--- src/rtl/pdial_pkg.sv ---
package pdial_pkg;

  typedef enum logic [2:0] {
    ST_IDLE,
    ST_BRK,
    ST_MAK,
    ST_GAP,
    ST_FBRK,
    ST_FPAU
  } st_e;

  localparam logic [1:0] MODE_P40 = 2'b01;
  localparam logic [1:0] MODE_P33 = 2'b10;

  // longest phase in half-millisecond units (flash recovery)
  localparam int MAX_HALF_MS = 2000;

  function automatic logic is_pulse_mode(logic [1:0] m);
    return (m == MODE_P40) || (m == MODE_P33);
  endfunction

  function automatic int brk_half_ms(logic fast, logic r33);
    int t;
    t = r33 ? 134 : 120;
    return fast ? t / 2 : t;
  endfunction

  function automatic int mak_half_ms(logic fast, logic r33);
    int t;
    t = r33 ? 66 : 80;
    return fast ? t / 2 : t;
  endfunction

  function automatic int gap_half_ms(logic fast);
    return fast ? 800 : 1600;
  endfunction

  function automatic int flash_half_ms(logic [1:0] sel);
    case (sel)
      2'd0:    return 146;
      2'd1:    return 200;
      2'd2:    return 600;
      default: return 1200;
    endcase
  endfunction

  localparam int RECOVER_HALF_MS = 2000;

endpackage

--- src/rtl/pdial_decode.sv ---
module pdial_decode (
  input  logic [3:0] code,
  output logic [3:0] count,
  output logic       dialable
);
  always_comb begin
    dialable = (code <= 4'd9);
    count    = (code == 4'd0) ? 4'd10 : code;
  end
endmodule

--- src/rtl/pdial_timer.sv ---
module pdial_timer #(
  parameter int W = 16
) (
  input  logic         clk,
  input  logic         rst_n,
  input  logic         load,
  input  logic [W-1:0] load_val,
  output logic         done
);
  logic [W-1:0] cnt_q;

  always_ff @(posedge clk or negedge rst_n) begin
    if (!rst_n)               cnt_q <= '0;
    else if (load)            cnt_q <= load_val - W'(1);
    else if (cnt_q != '0)     cnt_q <= cnt_q - W'(1);
  end

  assign done = (cnt_q == '0);
endmodule

--- src/rtl/pdial_fsm.sv ---
module pdial_fsm
  import pdial_pkg::*;
#(
  parameter int TICK_CYCLES = 25000,
  parameter int W = 26
) (
  input  logic         clk,
  input  logic         rst_n,
  input  logic         fast_rate,
  input  logic [1:0]   mode_sel,
  input  logic [1:0]   flash_sel,
  input  logic         digit_valid,
  input  logic [3:0]   dec_count,
  input  logic         dec_dialable,
  input  logic         flash_req,
  input  logic         tmr_done,
  output logic         tmr_load,
  output logic [W-1:0] tmr_val,
  output logic         digit_ready,
  output logic         dp_n,
  output logic         mute_n
);
  st_e        st_q, st_d;
  logic [3:0] left_q, left_d;
  logic       fast_q, fast_d;
  logic       r33_q, r33_d;

  function automatic logic [W-1:0] to_cyc(int half_ms);
    return W'(half_ms * TICK_CYCLES);
  endfunction

  always_comb begin
    st_d     = st_q;
    left_d   = left_q;
    fast_d   = fast_q;
    r33_d    = r33_q;
    tmr_load = 1'b0;
    tmr_val  = '0;
    case (st_q)
      ST_IDLE: begin
        if (flash_req) begin
          st_d     = ST_FBRK;
          tmr_load = 1'b1;
          tmr_val  = to_cyc(flash_half_ms(flash_sel));
        end else if (digit_valid && dec_dialable && is_pulse_mode(mode_sel)) begin
          st_d     = ST_BRK;
          left_d   = dec_count;
          fast_d   = fast_rate;
          r33_d    = (mode_sel == MODE_P33);
          tmr_load = 1'b1;
          tmr_val  = to_cyc(brk_half_ms(fast_rate, mode_sel == MODE_P33));
        end
      end
      ST_BRK: if (tmr_done) begin
        st_d     = ST_MAK;
        tmr_load = 1'b1;
        tmr_val  = to_cyc(mak_half_ms(fast_q, r33_q));
      end
      ST_MAK: if (tmr_done) begin
        tmr_load = 1'b1;
        if (left_q > 4'd1) begin
          st_d    = ST_BRK;
          left_d  = left_q - 4'd1;
          tmr_val = to_cyc(brk_half_ms(fast_q, r33_q));
        end else begin
          st_d    = ST_GAP;
          tmr_val = to_cyc(gap_half_ms(fast_q));
        end
      end
      ST_FBRK: if (tmr_done) begin
        st_d     = ST_FPAU;
        tmr_load = 1'b1;
        tmr_val  = to_cyc(RECOVER_HALF_MS);
      end
      ST_GAP, ST_FPAU: if (tmr_done) st_d = ST_IDLE;
      default: st_d = ST_IDLE;
    endcase
  end

  always_ff @(posedge clk or negedge rst_n) begin
    if (!rst_n) begin
      st_q   <= ST_IDLE;
      left_q <= '0;
      fast_q <= 1'b0;
      r33_q  <= 1'b0;
    end else begin
      st_q   <= st_d;
      left_q <= left_d;
      fast_q <= fast_d;
      r33_q  <= r33_d;
    end
  end

  assign digit_ready = (st_q == ST_IDLE) && !flash_req;
  assign dp_n        = !((st_q == ST_BRK) || (st_q == ST_FBRK));
  assign mute_n      = (st_q == ST_IDLE);
endmodule

--- src/rtl/pulse_dialer.sv ---
module pulse_dialer
  import pdial_pkg::*;
#(
  parameter int TICK_CYCLES = 25000
) (
  input  logic       clk,
  input  logic       rst_n,
  input  logic       fast_rate,
  input  logic [1:0] mode_sel,
  input  logic [1:0] flash_sel,
  input  logic       digit_valid,
  input  logic [3:0] digit_code,
  output logic       digit_ready,
  input  logic       flash_req,
  output logic       dp_n,
  output logic       mute_n,
  output logic       tone_ok
);
  localparam int W = $clog2(MAX_HALF_MS * TICK_CYCLES + 1);

  logic [3:0]   dec_count;
  logic         dec_dialable;
  logic         tmr_load, tmr_done;
  logic [W-1:0] tmr_val;

  pdial_decode u_dec (
    .code     (digit_code),
    .count    (dec_count),
    .dialable (dec_dialable)
  );

  pdial_timer #(.W(W)) u_tmr (
    .clk      (clk),
    .rst_n    (rst_n),
    .load     (tmr_load),
    .load_val (tmr_val),
    .done     (tmr_done)
  );

  pdial_fsm #(.TICK_CYCLES(TICK_CYCLES), .W(W)) u_fsm (
    .clk          (clk),
    .rst_n        (rst_n),
    .fast_rate    (fast_rate),
    .mode_sel     (mode_sel),
    .flash_sel    (flash_sel),
    .digit_valid  (digit_valid),
    .dec_count    (dec_count),
    .dec_dialable (dec_dialable),
    .flash_req    (flash_req),
    .tmr_done     (tmr_done),
    .tmr_load     (tmr_load),
    .tmr_val      (tmr_val),
    .digit_ready  (digit_ready),
    .dp_n         (dp_n),
    .mute_n       (mute_n)
  );

  assign tone_ok = !is_pulse_mode(mode_sel);
endmodule

--- config.mk ---
export PLATFORM = sky130hd
export DESIGN_NAME = pulse_dialer
export DESIGN_NICKNAME = d
export VERILOG_FILES = /design/src/rtl/pdial_pkg.sv /design/src/rtl/pdial_decode.sv /design/src/rtl/pdial_timer.sv /design/src/rtl/pdial_fsm.sv /design/src/rtl/pulse_dialer.sv
export SDC_FILE = /design/constraint.sdc
export NUM_CORES = 1
export LEC_CHECK = 0
export BUFFER_PORTS_ARGS = -buffer_cell sky130_fd_sc_hd__clkbuf_2
export CORE_MARGIN = 2
export CORE_UTILIZATION = 40
export CTS_BUF_LIST = sky130_fd_sc_hd__clkbuf_4
export CTS_CLUSTER_SIZE = 14
export DETAILED_ROUTE_END_ITERATION = 16
export GPL_TIMING_DRIVEN = 0
export MAX_ROUTING_LAYER = met4
export PLACE_DENSITY = 0.56
export SLEW_MARGIN = 0
export SYNTH_ARGS = -nofsm -noshare
export SYNTH_HDL_FRONTEND = slang
export SYNTH_SLANG_ARGS = --single-unit
--- constraint.sdc ---
create_clock -name clk -period 12.75 [get_ports clk]
set_clock_uncertainty 0.1 [all_clocks]
set_input_delay 1.275 -clock clk [delete_from_list [all_inputs] [get_ports clk]]
set_output_delay 1.275 -clock clk [all_outputs]
set_load 0.01 [all_outputs]
; ---- After elaboration in Yosys (flattened, before gate mapping)
; Index checks and enable logic that the tools add are counted.
[op_classes]
n_bitwise = 4
n_mux = 37
eq_ne = 17
multipliers = 5
order_cmp = 2
n_reduce_logical = 20
addsub = 6
[op_table]
columns = operator, count
row1 = $mux W26, 8
row2 = $mul A32 B13 Y23 const B, 5
row3 = $mux W32, 5
row4 = $pmux W26 S4, 1
row5 = $add A32 B1 Y32, 3
row6 = $sub A26 B1 Y26 const B, 2
row7 = $pmux W11 S3, 1
row8 = $logic_not A26 Y1, 1
row9 = $reduce_bool A26 Y1, 1
row10 = $mux W4, 5
row11 = $mux W3, 6
row12 = $mux W8, 2
row13 = $pmux W3 S5, 1
row14 = $mux W11, 1
row15 = $ne A2 B2 Y1 const B, 5
row16 = $reduce_and A5 Y1, 2
row17 = $pmux W4 S2, 1
row18 = $eq A3 B2 Y1 const B, 2
row19 = $eq A3 B3 Y1 const B, 2
row20 = $mux W5, 1
row21 = $eq A2 B1 Y1 const B, 2
row22 = $eq A2 B2 Y1 const B, 2
row23 = $gt A4 B1 Y1 const B, 1
row24 = $le A4 B4 Y1 const B, 1
row25 = other kinds (19), 30
[word_totals]
register_bits = 35
out_inout_bits = 4

; ---- Depth between registers and ports, before layout
[logic_depth]
depth_word = 11
ltp_mapped = 16

; ---- Hierarchy
; Synthesis repeated with hierarchy kept, for this count alone.
[hier_totals]
cells_unflattened = 669
area_unflattened_um2 = 5215.0
[modules_own_cells]
columns = mod, cells_per_inst, area_each_um2, seq_area_each_um2, instances
row1 = pdial_fsm, 436, 3148.0, 225.2, 1
row2 = pdial_timer, 226, 2024.4, 650.6, 1
row3 = pdial_decode, 6, 33.8, 0.0, 1
row4 = pulse_dialer, 1, 8.8, 0.0, 1

; ---- Worst setup path after synthesis
; OpenSTA, ideal clock, no wires.
[synth_path]
path_type = input -> register
startpoint = input mode_sel[0]
endpoint = register u_tmr.cnt_q[24]
required_ns = 12.522
path_slack_ns = 7.926
t_arrival_ns = 4.596
path_buffers = 2
path_stages = 15
cell_sequence = inv_1 ha_1 clkbuf_1 inv_1 ha_1 clkbuf_1 or4b_1 nor4_2 a211oi_1 or2_1 nor3_2 nand4_1 or4_1 nor3_1 mux2_1
[synth_between]
elab_chain_len = 10
word_cells_on_any_way = 17
cone_classes = 2 x add/sub / 1 x mul / 2 x eq/ne / 9 x mux / 3 x reduce/logical
[synth_rtl]
columns = element, line_no
row1 = "start, declared", pulse_dialer.sv:9  ; input logic [1:0] mode_sel,
row2 = $eq A2 B2 Y1, "pdial_pkg.sv:19, pdial_fsm.sv:51"
row3 = $mux W8, pdial_pkg.sv:24  ; t = r33 ? 134 : 120;
row4 = $add A32 B1 Y32 (no source line), n/a
row5 = $mux W32, pdial_pkg.sv:25  ; return fast ? t / 2 : t;
row6 = $mul A32 B13 Y23, pdial_fsm.sv:29  ; return W'(half_ms * TICK_CYCLES);
row7 = $mux W26, pdial_fsm.sv:45  ; end else if (digit_valid && dec_dialable && is_pulse_mode(mode_sel)) begin
row8 = $mux W26, pdial_fsm.sv:41  ; if (flash_req) begin
row9 = $pmux W26 S4, pdial_fsm.sv:39  ; case (st_q)
row10 = $sub A26 B1 Y26, pdial_timer.sv:14  ; else if (load) cnt_q <= load_val - W'(1);
row11 = $mux W26, pdial_timer.sv:14
row12 = "end signal, assigned", pdial_timer.sv:14
row13 = "end signal, assigned", pdial_timer.sv:15  ; else if (cnt_q != '0) cnt_q <= cnt_q - W'(1);
row14 = "end, declared", pdial_timer.sv:10  ; logic [W-1:0] cnt_q;
; Parallel ways exist; a longest one is shown, timed or not.
; A chain may end at the register's enable or synchronous reset.

; ---- Worst setup path after layout
; Ends and elaborated chain as after synthesis.

==> results.yml <==
detailed_routing:
  dr.pass1.iters: 6
  drt_iter0_markers: 671
  via_count: 5171
  met1_length_microns: 7900
  via_per_inst: 6.20
  met2_length_microns: 7960
  ant_nets: 0
  drc_errors: 0
  post_drt_wl_per_cell_microns: 21.1
  met3_wirelength_microns: 1240
  routed.top_layer: "met4"
  wirelength_microns: 17600
timing:
  timing.final.hold_violations: 0
  timing.fmax_mhz: 188
  maxSlewViolCount: 0
  min_period_over_period: 0.417
  maxSlewHeadroom: 0.204
  worst_slew_pin_slew_ps: 1190
  period_needed_ps: 5320
  fin_tns_setup_ps: 0
  rsz0062_at_grt: "false"
  final-setup-viol-count: 0
cells_and_area:
  syn_to_final_growth_pct: 7.14
  insertedDiodeCount: 0
  nNetsFinal: 741
  fillers: 1256
  multi_input_area_sq_um: 3840
  final_cells: 834
  ff_latch_area_sq_um: 876
  drive_gt1_frac: 0.0751
  fin_area_sq_um: 5310
cts:
  clk_pin_slew_ps: 120
  cts_buffers: 5
  hold_buffers: 0
  cts_tree: "done"
  post_cts_buffers: 0
  clock-root-buffer: "clkbuf_4"
  htree_num_levels: 2
  cts_resized: 0
  cts.path.max_buffers: 2
  clk_latency_ps: 390
  cts_sinks: 35
floorplanning:
  num_io_pins: 17
  core-area_sq_um: 12100
  initial_core_util: 0.411
  die_area_sq_um: 13300
  fp-row-count: 40
  die_w_microns: 115
  die_y_microns: 115
yosys:
  synth_seq_area_share: 0.177
  synthTopCellsByCount: "nor2_1 (63), ha_1 (60), nand2_1 (54)"
  ys.flop_type: "dfrtp_1"
  syn_area_sq_um: 4960
  syn_area_per_cell_sq_um: 7.76
  yosys_warnings: 0
  yosysMostFrequentCell: "nor2_1"
  yosysTopAreaCellShare: 0.177
  synth.distinct_cells: 87
  netlist_top_cells_area: "dfrtp_1 (18%), ha_1 (15%), nor2_1 (4.8%), o21ai_0 (4.4%), nand2_1 (4.1%)"
  synth_cells: 639
  async_flop_share: 1.00
  synth-seq-cells: 35
  synth-edff-count: 0
  yosysTopAreaCell: "dfrtp_1"
placement:
  io_buffers: 16
  place_hpwl_microns: 13800
  post-place-cells: 826
  placed_cell_area_sq_um: 5260
  gp_congestion: 0.993
power_and_ir_drop:
  vdd_drop_max_uv: 69.7
  finalPower_uw: 448
  power_leakage_uw: 0.00224
  p_per_area_nw_per_um2: 84.3
critical_path:
  worstSetupPathType: "in -> reg"
  cp_slowest_cell: "or4_1"
  cp_max_fo: 9
  worstSetupEndpointType: "register"
  cp-start-kind: "input pin"
  arrival_ps: 5480
  slowest_delay_ps: 520
  cp_cell_sequence: "clkbuf_2 -> inv_1 -> ha_1 -> clkbuf_1 -> inv_1 -> ha_1 -> clkbuf_1 -> or4b_1 -> nor4_2 -> a211oi_1 -> or2_1 -> nor3_2 -> nand4_1 -> or4_1 -> nor3_1 -> mux2_1"
  cp.required_ps: 12910
global_route:
  grtUsageTotal: 0.279
  grt_antenna_before_repair: 0
  grt_max_degree: 36
  grt-ovfl-total: 0
  grt_pass1_vias: 4869
  grt_pass1_wl_microns: 27800
status:
  status: "complete, no violations"
min_path:
  min_path_type: "reg -> reg"
run:
  cap_violations: 0
==> layout by cell type, fill, tap and decap left out, drive strengths merged, types with 5 or more instances in the layout <==
master and instances:
a21oi 34, mux2i 5, xnor2 16, o21bai 6, nor3b 8, and2 11, nand2b 13, nor2b 12
a221oi 6, inv 28, or2 8, nand2 54, nand4 8, dfrtp 35, clkbuf 47, nor2 63
and3 9, or4 5, xor2 7, o21a 5, a22oi 7, ha 60, or3 5, a211oi 8
nor3 18, buf 8, a32oi 6, o31ai 7, o211ai 10, o21ai 49, nand3 11, nor4 10
==> where the power goes <==
part / switching [uW] / internal, uW
Sequential: 21.2 / 134
Clock: 46.5 / 20.2
Combinational: 142 / 84.6
Total: 209 / 239
==> state kept, by name (all words and copies together), names as in the netlist <==
| name | cells |
|---|---|
| u_tmr.cnt_q | 26 |
| u_fsm.left_q | 4 |
| u_fsm.st_q | 3 |
| u_fsm.fast_q | 1 |
| u_fsm.r33_q | 1 |
==> critical path, delay by kind of cell <==
kind,cells,cell delay (ps)
buffers and inverters,5,910
adder cells (fa/ha/maj),2,430
multiplexers,1,340
AO/OA/AOI/OAI,1,140
AND/OR/NAND/NOR,7,2360
==> cell families after synthesis <==
group,share of synthesized area
AND/OR/NAND/NOR,0.287
other,0.000756
buffers and inverters,0.0510
flip-flops,0.177
XOR/XNOR,0.0406
multiplexers,0.0177
AO/OA/AOI/OAI,0.263
adder cells (fa/ha/maj),0.163
==> metrics by stage <==
step / utilization / worst slack (ps) / hold WS [ps]
final: 0.441 / 7430 / 440
after global routing: 0.441 / 7170 / 457
after CTS: 0.441 / 7490 / 437
after detailed placement: 0.436 / 7170 / 420
after global placement: 0.436 / 7150 / 412
after floorplan: - / 7930 / 373
==> final cells by class <==
cell class,count,share of cell area
Multi-Input combinational cell,544,0.723
Sequential cell,35,0.165
Tap cell,168,0.0396
Buffer,34,0.0268
Inverter,29,0.0207
Timing Repair Buffer,16,0.0151
Clock buffer,5,0.00706
Clock inverter,3,0.00283
==> per-layer routing <==
layer,up-vias,track usage
met5,-,-
met4,0,0.0779
met3,43,0.0374
met2,224,0.433
met1,2489,0.380
li1,2415,-
==> path summary, 6_finish.rpt <==
check,endpoint,slack [ps],cells after the start,from
worst max register to register,u_tmr.cnt_q[23],7460,15,u_fsm.r33_q
worst min register to register,u_fsm.left_q[1],440,2,u_fsm.left_q[1]
max in group asynchronous,u_tmr.cnt_q[15],11010,1,rst_n
min in group asynchronous,u_fsm.fast_q,880,1,rst_n
worst max-delay path,u_tmr.cnt_q[24],7430,16,mode_sel[0]
worst min-delay path,u_fsm.left_q[1],440,2,u_fsm.left_q[1]
(Power assumes the default switching activity.)
